### src/rtl/pwm_center_pkg.sv
package pwm_center_pkg;

  localparam int unsigned CLK_SEL_W = 3;
  localparam int unsigned PRE_W     = 11;

  typedef enum logic [1:0] {
    COM_HOLD   = 2'd0,
    COM_TOGGLE = 2'd1,
    COM_NONINV = 2'd2,
    COM_INV    = 2'd3
  } com_mode_e;

  function automatic logic [PRE_W-1:0] sel_to_div(input logic [CLK_SEL_W-1:0] sel);
    logic [PRE_W-1:0] d;
    case (sel)
      3'd1:    d = PRE_W'(1);
      3'd2:    d = PRE_W'(8);
      3'd3:    d = PRE_W'(64);
      3'd4:    d = PRE_W'(256);
      3'd5:    d = PRE_W'(1024);
      default: d = '0;
    endcase
    return d;
  endfunction

endpackage

### src/rtl/pwm_prescaler.sv
module pwm_prescaler
  import pwm_center_pkg::*;
(
  input  logic                 clk_i,
  input  logic                 rst_ni,
  input  logic [CLK_SEL_W-1:0] sel_i,
  output logic                 tick_o
);

  localparam logic [PRE_W-1:0] ONE = PRE_W'(1);

  logic [CLK_SEL_W-1:0] sel_q;
  logic [PRE_W-1:0]     div_cnt_q;
  logic [PRE_W-1:0]     div_w;
  logic                 sel_chg;

  assign div_w   = sel_to_div(sel_q);
  assign sel_chg = (sel_i != sel_q);
  assign tick_o  = !sel_chg && (div_w != '0) && (div_cnt_q == div_w - ONE);

  always_ff @(posedge clk_i or negedge rst_ni) begin
    if (!rst_ni) begin
      sel_q     <= '0;
      div_cnt_q <= '0;
    end else if (sel_chg) begin
      // restart the divider so the first enable is a full period away
      sel_q     <= sel_i;
      div_cnt_q <= '0;
    end else if (div_w == '0 || tick_o) begin
      div_cnt_q <= '0;
    end else begin
      div_cnt_q <= div_cnt_q + ONE;
    end
  end

endmodule

### src/rtl/pwm_updown_counter.sv
module pwm_updown_counter #(
  parameter int unsigned CNT_W = 16
) (
  input  logic             clk_i,
  input  logic             rst_ni,
  input  logic             tick_i,
  input  logic [CNT_W-1:0] top_i,
  output logic [CNT_W-1:0] count_o,
  output logic             down_o,
  output logic             bottom_o
);

  localparam logic [CNT_W-1:0] ONE = CNT_W'(1);

  logic [CNT_W-1:0] cnt_q;
  logic             down_q;

  always_ff @(posedge clk_i or negedge rst_ni) begin
    if (!rst_ni) begin
      cnt_q  <= '0;
      down_q <= 1'b0;
    end else if (tick_i) begin
      if (top_i == '0) begin
        cnt_q  <= '0;
        down_q <= 1'b0;
      end else if (cnt_q >= top_i) begin
        cnt_q  <= cnt_q - ONE;
        down_q <= 1'b1;
      end else if (cnt_q == '0) begin
        cnt_q  <= ONE;
        down_q <= 1'b0;
      end else if (down_q) begin
        cnt_q  <= cnt_q - ONE;
      end else begin
        cnt_q  <= cnt_q + ONE;
      end
    end
  end

  assign count_o  = cnt_q;
  assign down_o   = down_q;
  assign bottom_o = (cnt_q == '0);

endmodule

### src/rtl/pwm_cmp_channel.sv
module pwm_cmp_channel
  import pwm_center_pkg::*;
#(
  parameter int unsigned CNT_W      = 16,
  parameter bit          CAN_TOGGLE = 1'b0
) (
  input  logic             clk_i,
  input  logic             rst_ni,
  input  logic             tick_i,
  input  logic             bottom_i,
  input  logic             wr_i,
  input  logic [CNT_W-1:0] wdata_i,
  input  logic [CNT_W-1:0] count_i,
  input  logic             down_i,
  input  logic [CNT_W-1:0] top_i,
  input  com_mode_e        mode_i,
  input  logic             top_src_i,
  input  logic             flag_clr_i,
  output logic [CNT_W-1:0] cmp_act_o,
  output logic             pwm_o,
  output logic             flag_o
);

  logic [CNT_W-1:0] buf_q, act_q;
  logic             pwm_q, pwm_nxt, flag_q;
  logic             hit, inv, toggle_en;

  if (CAN_TOGGLE) begin : g_tgl
    assign toggle_en = top_src_i;
  end else begin : g_no_tgl
    assign toggle_en = 1'b0;
  end

  assign hit = (count_i == act_q);
  assign inv = (mode_i == COM_INV);

  always_comb begin
    pwm_nxt = pwm_q;
    unique case (mode_i)
      COM_NONINV, COM_INV: begin
        if (act_q == '0)          pwm_nxt = inv;
        else if (act_q >= top_i)  pwm_nxt = ~inv;
        else if (hit)             pwm_nxt = down_i ? inv : ~inv;
      end
      COM_TOGGLE: begin
        if (toggle_en && hit) pwm_nxt = ~pwm_q;
      end
      default: ;
    endcase
  end

  always_ff @(posedge clk_i or negedge rst_ni) begin
    if (!rst_ni) begin
      buf_q  <= '0;
      act_q  <= '0;
      pwm_q  <= 1'b0;
      flag_q <= 1'b0;
    end else begin
      if (wr_i) buf_q <= wdata_i;
      if (tick_i && bottom_i) act_q <= buf_q;
      if (tick_i) pwm_q <= pwm_nxt;
      flag_q <= (tick_i & hit) | (flag_q & ~flag_clr_i);
    end
  end

  assign cmp_act_o = act_q;
  assign pwm_o     = pwm_q;
  assign flag_o    = flag_q;

endmodule

### src/rtl/pwm_center_timer.sv
module pwm_center_timer
  import pwm_center_pkg::*;
#(
  parameter int unsigned CNT_W  = 16,
  parameter int unsigned NUM_CH = 2
) (
  input  logic                  clk_i,
  input  logic                  rst_ni,
  input  logic [2:0]            clk_sel_i,
  input  logic                  top_sel_i,
  input  logic                  top_wr_i,
  input  logic [CNT_W-1:0]      top_wdata_i,
  input  logic [NUM_CH-1:0]     cmp_wr_i,
  input  logic [CNT_W-1:0]      cmp_wdata_i,
  input  logic [2*NUM_CH-1:0]   com_mode_i,
  input  logic [NUM_CH-1:0]     cmp_flag_clr_i,
  input  logic                  ovf_flag_clr_i,
  output logic [CNT_W-1:0]      count_o,
  output logic                  count_down_o,
  output logic [NUM_CH-1:0]     pwm_o,
  output logic [NUM_CH-1:0]     cmp_flag_o,
  output logic                  ovf_flag_o
);

  logic             tick;
  logic [CNT_W-1:0] count;
  logic             down, bottom;
  logic [CNT_W-1:0] top_buf_q, top_act_q, top_eff;
  logic [CNT_W-1:0] cmp_act [NUM_CH];
  logic [CNT_W-1:0] cmp_act_a;
  logic             ovf_q;

  pwm_prescaler u_pre (
    .clk_i  (clk_i),
    .rst_ni (rst_ni),
    .sel_i  (clk_sel_i),
    .tick_o (tick)
  );

  pwm_updown_counter #(.CNT_W(CNT_W)) u_cnt (
    .clk_i    (clk_i),
    .rst_ni   (rst_ni),
    .tick_i   (tick),
    .top_i    (top_eff),
    .count_o  (count),
    .down_o   (down),
    .bottom_o (bottom)
  );

  assign cmp_act_a = cmp_act[0];
  assign top_eff   = top_sel_i ? cmp_act_a : top_act_q;

  always_ff @(posedge clk_i or negedge rst_ni) begin
    if (!rst_ni) begin
      top_buf_q <= '0;
      top_act_q <= '0;
      ovf_q     <= 1'b0;
    end else begin
      if (top_wr_i) top_buf_q <= top_wdata_i;
      if (tick && bottom) top_act_q <= top_buf_q;
      ovf_q <= (tick & bottom) | (ovf_q & ~ovf_flag_clr_i);
    end
  end

  for (genvar ch = 0; ch < NUM_CH; ch++) begin : g_ch
    pwm_cmp_channel #(
      .CNT_W      (CNT_W),
      .CAN_TOGGLE (ch == 0)
    ) u_chan (
      .clk_i      (clk_i),
      .rst_ni     (rst_ni),
      .tick_i     (tick),
      .bottom_i   (bottom),
      .wr_i       (cmp_wr_i[ch]),
      .wdata_i    (cmp_wdata_i),
      .count_i    (count),
      .down_i     (down),
      .top_i      (top_eff),
      .mode_i     (com_mode_e'(com_mode_i[2*ch +: 2])),
      .top_src_i  (top_sel_i),
      .flag_clr_i (cmp_flag_clr_i[ch]),
      .cmp_act_o  (cmp_act[ch]),
      .pwm_o      (pwm_o[ch]),
      .flag_o     (cmp_flag_o[ch])
    );
  end

  assign count_o      = count;
  assign count_down_o = down;
  assign ovf_flag_o   = ovf_q;

endmodule

### config.mk
export PLATFORM = sky130hd
export DESIGN_NAME = pwm_center_timer
export DESIGN_NICKNAME = d
export VERILOG_FILES = /design/src/rtl/pwm_center_pkg.sv /design/src/rtl/pwm_prescaler.sv /design/src/rtl/pwm_updown_counter.sv /design/src/rtl/pwm_cmp_channel.sv /design/src/rtl/pwm_center_timer.sv
export SDC_FILE = /design/constraint.sdc
export NUM_CORES = 1
export LEC_CHECK = 0
export BUFFER_PORTS_ARGS = -buffer_cell sky130_fd_sc_hd__buf_2
export CAP_MARGIN = 30
export CORE_ASPECT_RATIO = 0.7
export CORE_MARGIN = 1
export CORE_UTILIZATION = 35
export DETAILED_ROUTE_END_ITERATION = 8
export GPL_ROUTABILITY_DRIVEN = 0
export PLACE_DENSITY = 0.62
export SETUP_SLACK_MARGIN = 0.15
export SLEW_MARGIN = 0
export SYNTH_ARGS = -nofsm -noshare
export SYNTH_HDL_FRONTEND = slang
export SYNTH_SLANG_ARGS = --single-unit
export TNS_END_PERCENT = 10
### constraint.sdc
create_clock -name clk_i -period 2.98 [get_ports clk_i]
set_clock_uncertainty 0.1 [all_clocks]
set_input_delay 0.596 -clock clk_i [delete_from_list [all_inputs] [get_ports clk_i]]
set_output_delay 0.596 -clock clk_i [all_outputs]
set_load 0.005 [all_outputs]
==> flow_summary.yaml <==
outcome:
  run_status: "finished clean"
power_and_ir_drop:
  power.switching_fraction_pct: 22.7
  power.share.clock_pct: 51.8
  power_density_nw_per_um2: 437
  report.power.total_mw: 4.53
  p_int_mw: 3.50
  p_switching_mw: 1.03
  power_leakage_nw: 4.88
  ir_worst_vdd_v: 0.000288
  seq_power_share_pct: 41.9
  share_of_total_power_in_combinational_logic_pct: 6.3
sta:
  setup_violations: 0
  hold_violations: 0
  period_minus_slack_ns: 2.75
  grt_setup_unrepaired: "true"
  max_freq_ghz: 0.364
  fin_ws_ns: 0.231
  post-route-period-util_pct: 92.2
  worst_slew_pin_slew_ns: 0.612
  final-max-slew-violation-count: 0
  relSlewSlack_pct: 58.6
synthesis:
  synth.ff_latch_count: 132
  synth_cells: 767
  synth-edff-count: 0
  synth_area_leaders: "sky130_fd_sc_hd__dfrtp_1 (40%), sky130_fd_sc_hd__mux2_2 (11%), sky130_fd_sc_hd__ha_1 (8.0%)"
  synth_top_area_cell: "sky130_fd_sc_hd__dfrtp_1"
  ys.flop_type: "sky130_fd_sc_hd__dfrtp_1"
  yosys.area.top_type_share_pct: 40.0
  synth-warning-count: 0
  synth_seq_area_share_pct: 40.0
  synth_cell_types: 73
  synthesis.area_sq_um: 8250
  post_synth.cell_area_avg_sq_um: 10.8
  synthArstFlopShare_pct: 100
  synthesis.nets: 868
setup_path:
  cp_cell_sequence: "nor3b_2 -> inv_1 -> ha_4 -> nor3_2 -> a21o_1 -> nand4_2 -> nor3_4 -> nand3_4 -> nor2_4 -> buf_12 -> clkbuf_16 -> mux2_4"
  endpoint_kind: "register"
  timing.critical_path.arrival_ns: 2.95
  critical_path_required_ns: 3.18
  worst_path_bufs_invs: 3
  critical_path.max_fanout: 7
  cp_slowest_stage_delay_ns: 0.44
  worstSetupPathType: "reg -> reg"
  slowest_stage: "sky130_fd_sc_hd__dfrtp_2"
  element_type_at_the_critical_path_start: "register"
  crit_family: "simple AND/OR/NAND/NOR gates"
detailed_routing:
  detail-route-antenna-nets: 0
  wl_per_cell_um: 18.9
  routed_wl_um: 23300
  drc_errors: 0
  initial_detailed_routing_violation_count: 458
  drt_first_pass_iters: 5
  vias_post_dr: 6591
  route.detailed.vias_per_inst: 5.35
placement:
  port-buffer-count: 69
  place_ws_ns: -0.498
  hpwl_um: 17600
  post-place-cells: 1192
floorplan:
  die_w_um: 186
  coreArea_sq_um: 22900
  floorplan.io_pins: 70
  floorplan.initialDensity_pct: 36.0
  die-height_um: 130
  die-area_sq_um: 24200
  row_count: 46
final_layout:
  finish.cell_count_without_fillers: 1233
  drive_above_1_share_pct: 36.5
  mostFrequentLayoutCell: "sky130_fd_sc_hd__dfrtp_1"
  layout-area-overhead-vs-synth_pct: 25.7
  final_nets: 1008
  final_cell_mix: "sky130_fd_sc_hd__dfrtp_1 (130), sky130_fd_sc_hd__buf_4 (88), sky130_fd_sc_hd__mux2_2 (79), sky130_fd_sc_hd__buf_2 (67), sky130_fd_sc_hd__ha_1 (52)"
  fillers: 2234
  fin_util_pct: 45.3
clocking:
  max_h_tree_level: 4
  cts_tree: "built"
  worst_setup_hold_path_clk_slew_ns: 0.07
  root_buffer: "sky130_fd_sc_hd__clkbuf_16"
  cts-buffers-inserted: 17
  cts.path.max_buffers: 2
  cts_sinks: 132
  worst_skew_pair.late_latency_ns: 0.43
global_routing:
  grt_antenna_before_repair: 1
  globalRouteTotalUtil_pct: 20.2
  overflow: 0
  pin_count_of_the_biggest_net_entering_global_routing: 56
  number_of_global_route_vias_before_repair: 6392
  first_pass_grt_wire_length_um: 36800
flow_run:
  maxCapViolations: 0
worst_hold_path:
  timing.hold.worst.class: "in -> async"
per-stage QoR:
stage | hold WS (ns) | TNS [ns] | cell area (sq um)
after floorplan | 0.200 | -0.186 | 8320
after global placement | 0.371 | -5.94 | 9510
after detailed placement | 0.377 | -6.84 | 9510
after CTS | 0.0166 | 0 | 10200
after global routing | 0.0394 | 0 | 10400
final | 0.0149 | 0 | 10400
synth_stat cells, types with 12 or more instances:
library cell and number:
sky130_fd_sc_hd__mux2_2 79, sky130_fd_sc_hd__ha_1 53, sky130_fd_sc_hd__xnor2_1 22, sky130_fd_sc_hd__nor2_1 37
sky130_fd_sc_hd__nand3_1 22, sky130_fd_sc_hd__nand4_1 19, sky130_fd_sc_hd__nor4_1 19, sky130_fd_sc_hd__a21oi_1 30
sky130_fd_sc_hd__mux2i_1 18, sky130_fd_sc_hd__clkbuf_1 16, sky130_fd_sc_hd__buf_2 14, sky130_fd_sc_hd__xor2_1 30
sky130_fd_sc_hd__inv_1 18, sky130_fd_sc_hd__nand2_1 39, sky130_fd_sc_hd__dfrtp_1 132, sky130_fd_sc_hd__mux2_4 19
sky130_fd_sc_hd__a21o_1 12, sky130_fd_sc_hd__o21ai_0 27, sky130_fd_sc_hd__nor3_1 20
area by class of cell:
cell class | count | area, sq um | area share [%]
antenna | 1 | 2.50 | 0.0241
clock buffer | 18 | 429 | 4.14
clock inverter | 14 | 224 | 2.16
inverter | 18 | 67.6 | 0.652
multi-input combinational | 568 | 4700 | 45.3
sequential | 132 | 3310 | 31.9
tap | 312 | 390 | 3.76
timing repair buffer | 170 | 1250 | 12.0
cells by family (layout without fill, tap and decap cells):
| family | count (synthesis) | count (layout) | share of synthesized area, % |
|---|---|---|---|
| buffers and inverters | 67 | 220 | 4.20 |
| multiplexers | 117 | 117 | 16.6 |
| adder cells (fa/ha/maj) | 54 | 54 | 8.16 |
| AO/OA/AOI/OAI | 130 | 130 | 10.8 |
| AND/OR/NAND/NOR | 215 | 215 | 14.8 |
| other | 0 | 1 | 0 |
| XOR/XNOR | 52 | 52 | 5.52 |
| flip-flops | 132 | 132 | 40.0 |
power groups by stage:
stage	combinational (mW)	clock, mW	sequential (mW)
after floorplan	0.163	0	1.92
after global placement	0.273	0	1.93
after detailed placement	0.276	0	1.93
after CTS	0.280	2.39	1.90
after global routing	0.314	2.48	1.91
final	0.285	2.34	1.90
path summary, 6_finish.rpt:
| path | startpoint | end | slack (ns) | cells after the start |
|---|---|---|---|---|
| worst max-delay path | u_pre.sel_q[2]$_DFFE_PN0N_ | g_ch[0].u_chan.cmp_act_o[13]$_DFFE_PN0P_ | 0.23 | 12 |
| worst min-delay path | rst_ni | u_cnt.count_o[12]$_DFFE_PN0P_ | 0.01 | 1 |
| worst max register to register | u_pre.sel_q[2]$_DFFE_PN0N_ | g_ch[0].u_chan.cmp_act_o[13]$_DFFE_PN0P_ | 0.23 | 12 |
| worst min register to register | u_pre.div_cnt_q[0]$_DFF_PN0_ | u_pre.div_cnt_q[0]$_DFF_PN0_ | 0.38 | 1 |
| max in group asynchronous | rst_ni | u_cnt.count_o[9]$_DFFE_PN0P_ | 1.95 | 3 |
| min in group clk_i | clk_sel_i[1] | u_pre.sel_q[1]$_DFFE_PN0N_ | 0.19 | 1 |
what timing repair did:
| item | in CTS | in global routing |
|---|---|---|
| cloned | 0 | 2 |
| hold buffers | 0 | 0 |
| resized for setup | 2 | 24 |
| buffers inserted | 3 | 3 |
| setup endpoints to repair | 62 | 81 |
| pin swaps | 1 | 8 |
routing by layer:
layer	vias to the layer above	global-route usage [%]	part of all wire [%]
met3	25	6.24	9.0
met1	3193	30.3	50
li1	3116	-	-
met4	0	5.54	1.3
met2	257	27.6	39
met5	-	0	0
worst reg2reg max path, stage by stage (launching register included):
cell and delay (ns):
sky130_fd_sc_hd__dfrtp_2 0.44, sky130_fd_sc_hd__nor3b_2 0.21, sky130_fd_sc_hd__inv_1 0.09, sky130_fd_sc_hd__ha_4 0.19, sky130_fd_sc_hd__nor3_2 0.10, sky130_fd_sc_hd__a21o_1 0.18
sky130_fd_sc_hd__nand4_2 0.15, sky130_fd_sc_hd__nor3_4 0.25, sky130_fd_sc_hd__nand3_4 0.12, sky130_fd_sc_hd__nor2_4 0.16, sky130_fd_sc_hd__buf_12 0.15, sky130_fd_sc_hd__clkbuf_16 0.17
sky130_fd_sc_hd__mux2_4 0.30
registers in the layout, indices dropped and copies added, names as in the netlist:
name / flops
g_ch.u_chan.buf_q: 32
g_ch.u_chan.cmp_act_o: 32
g_ch.u_chan.flag_o: 2
g_ch.u_chan.pwm_o: 2
ovf_flag_o: 1
top_act_q: 16
top_buf_q: 16
u_cnt.count_o: 16
u_cnt.down_o: 1
u_pre.div_cnt_q: 11
u_pre.sel_q: 3
Note: power is estimated with default switching activity, not from simulation.
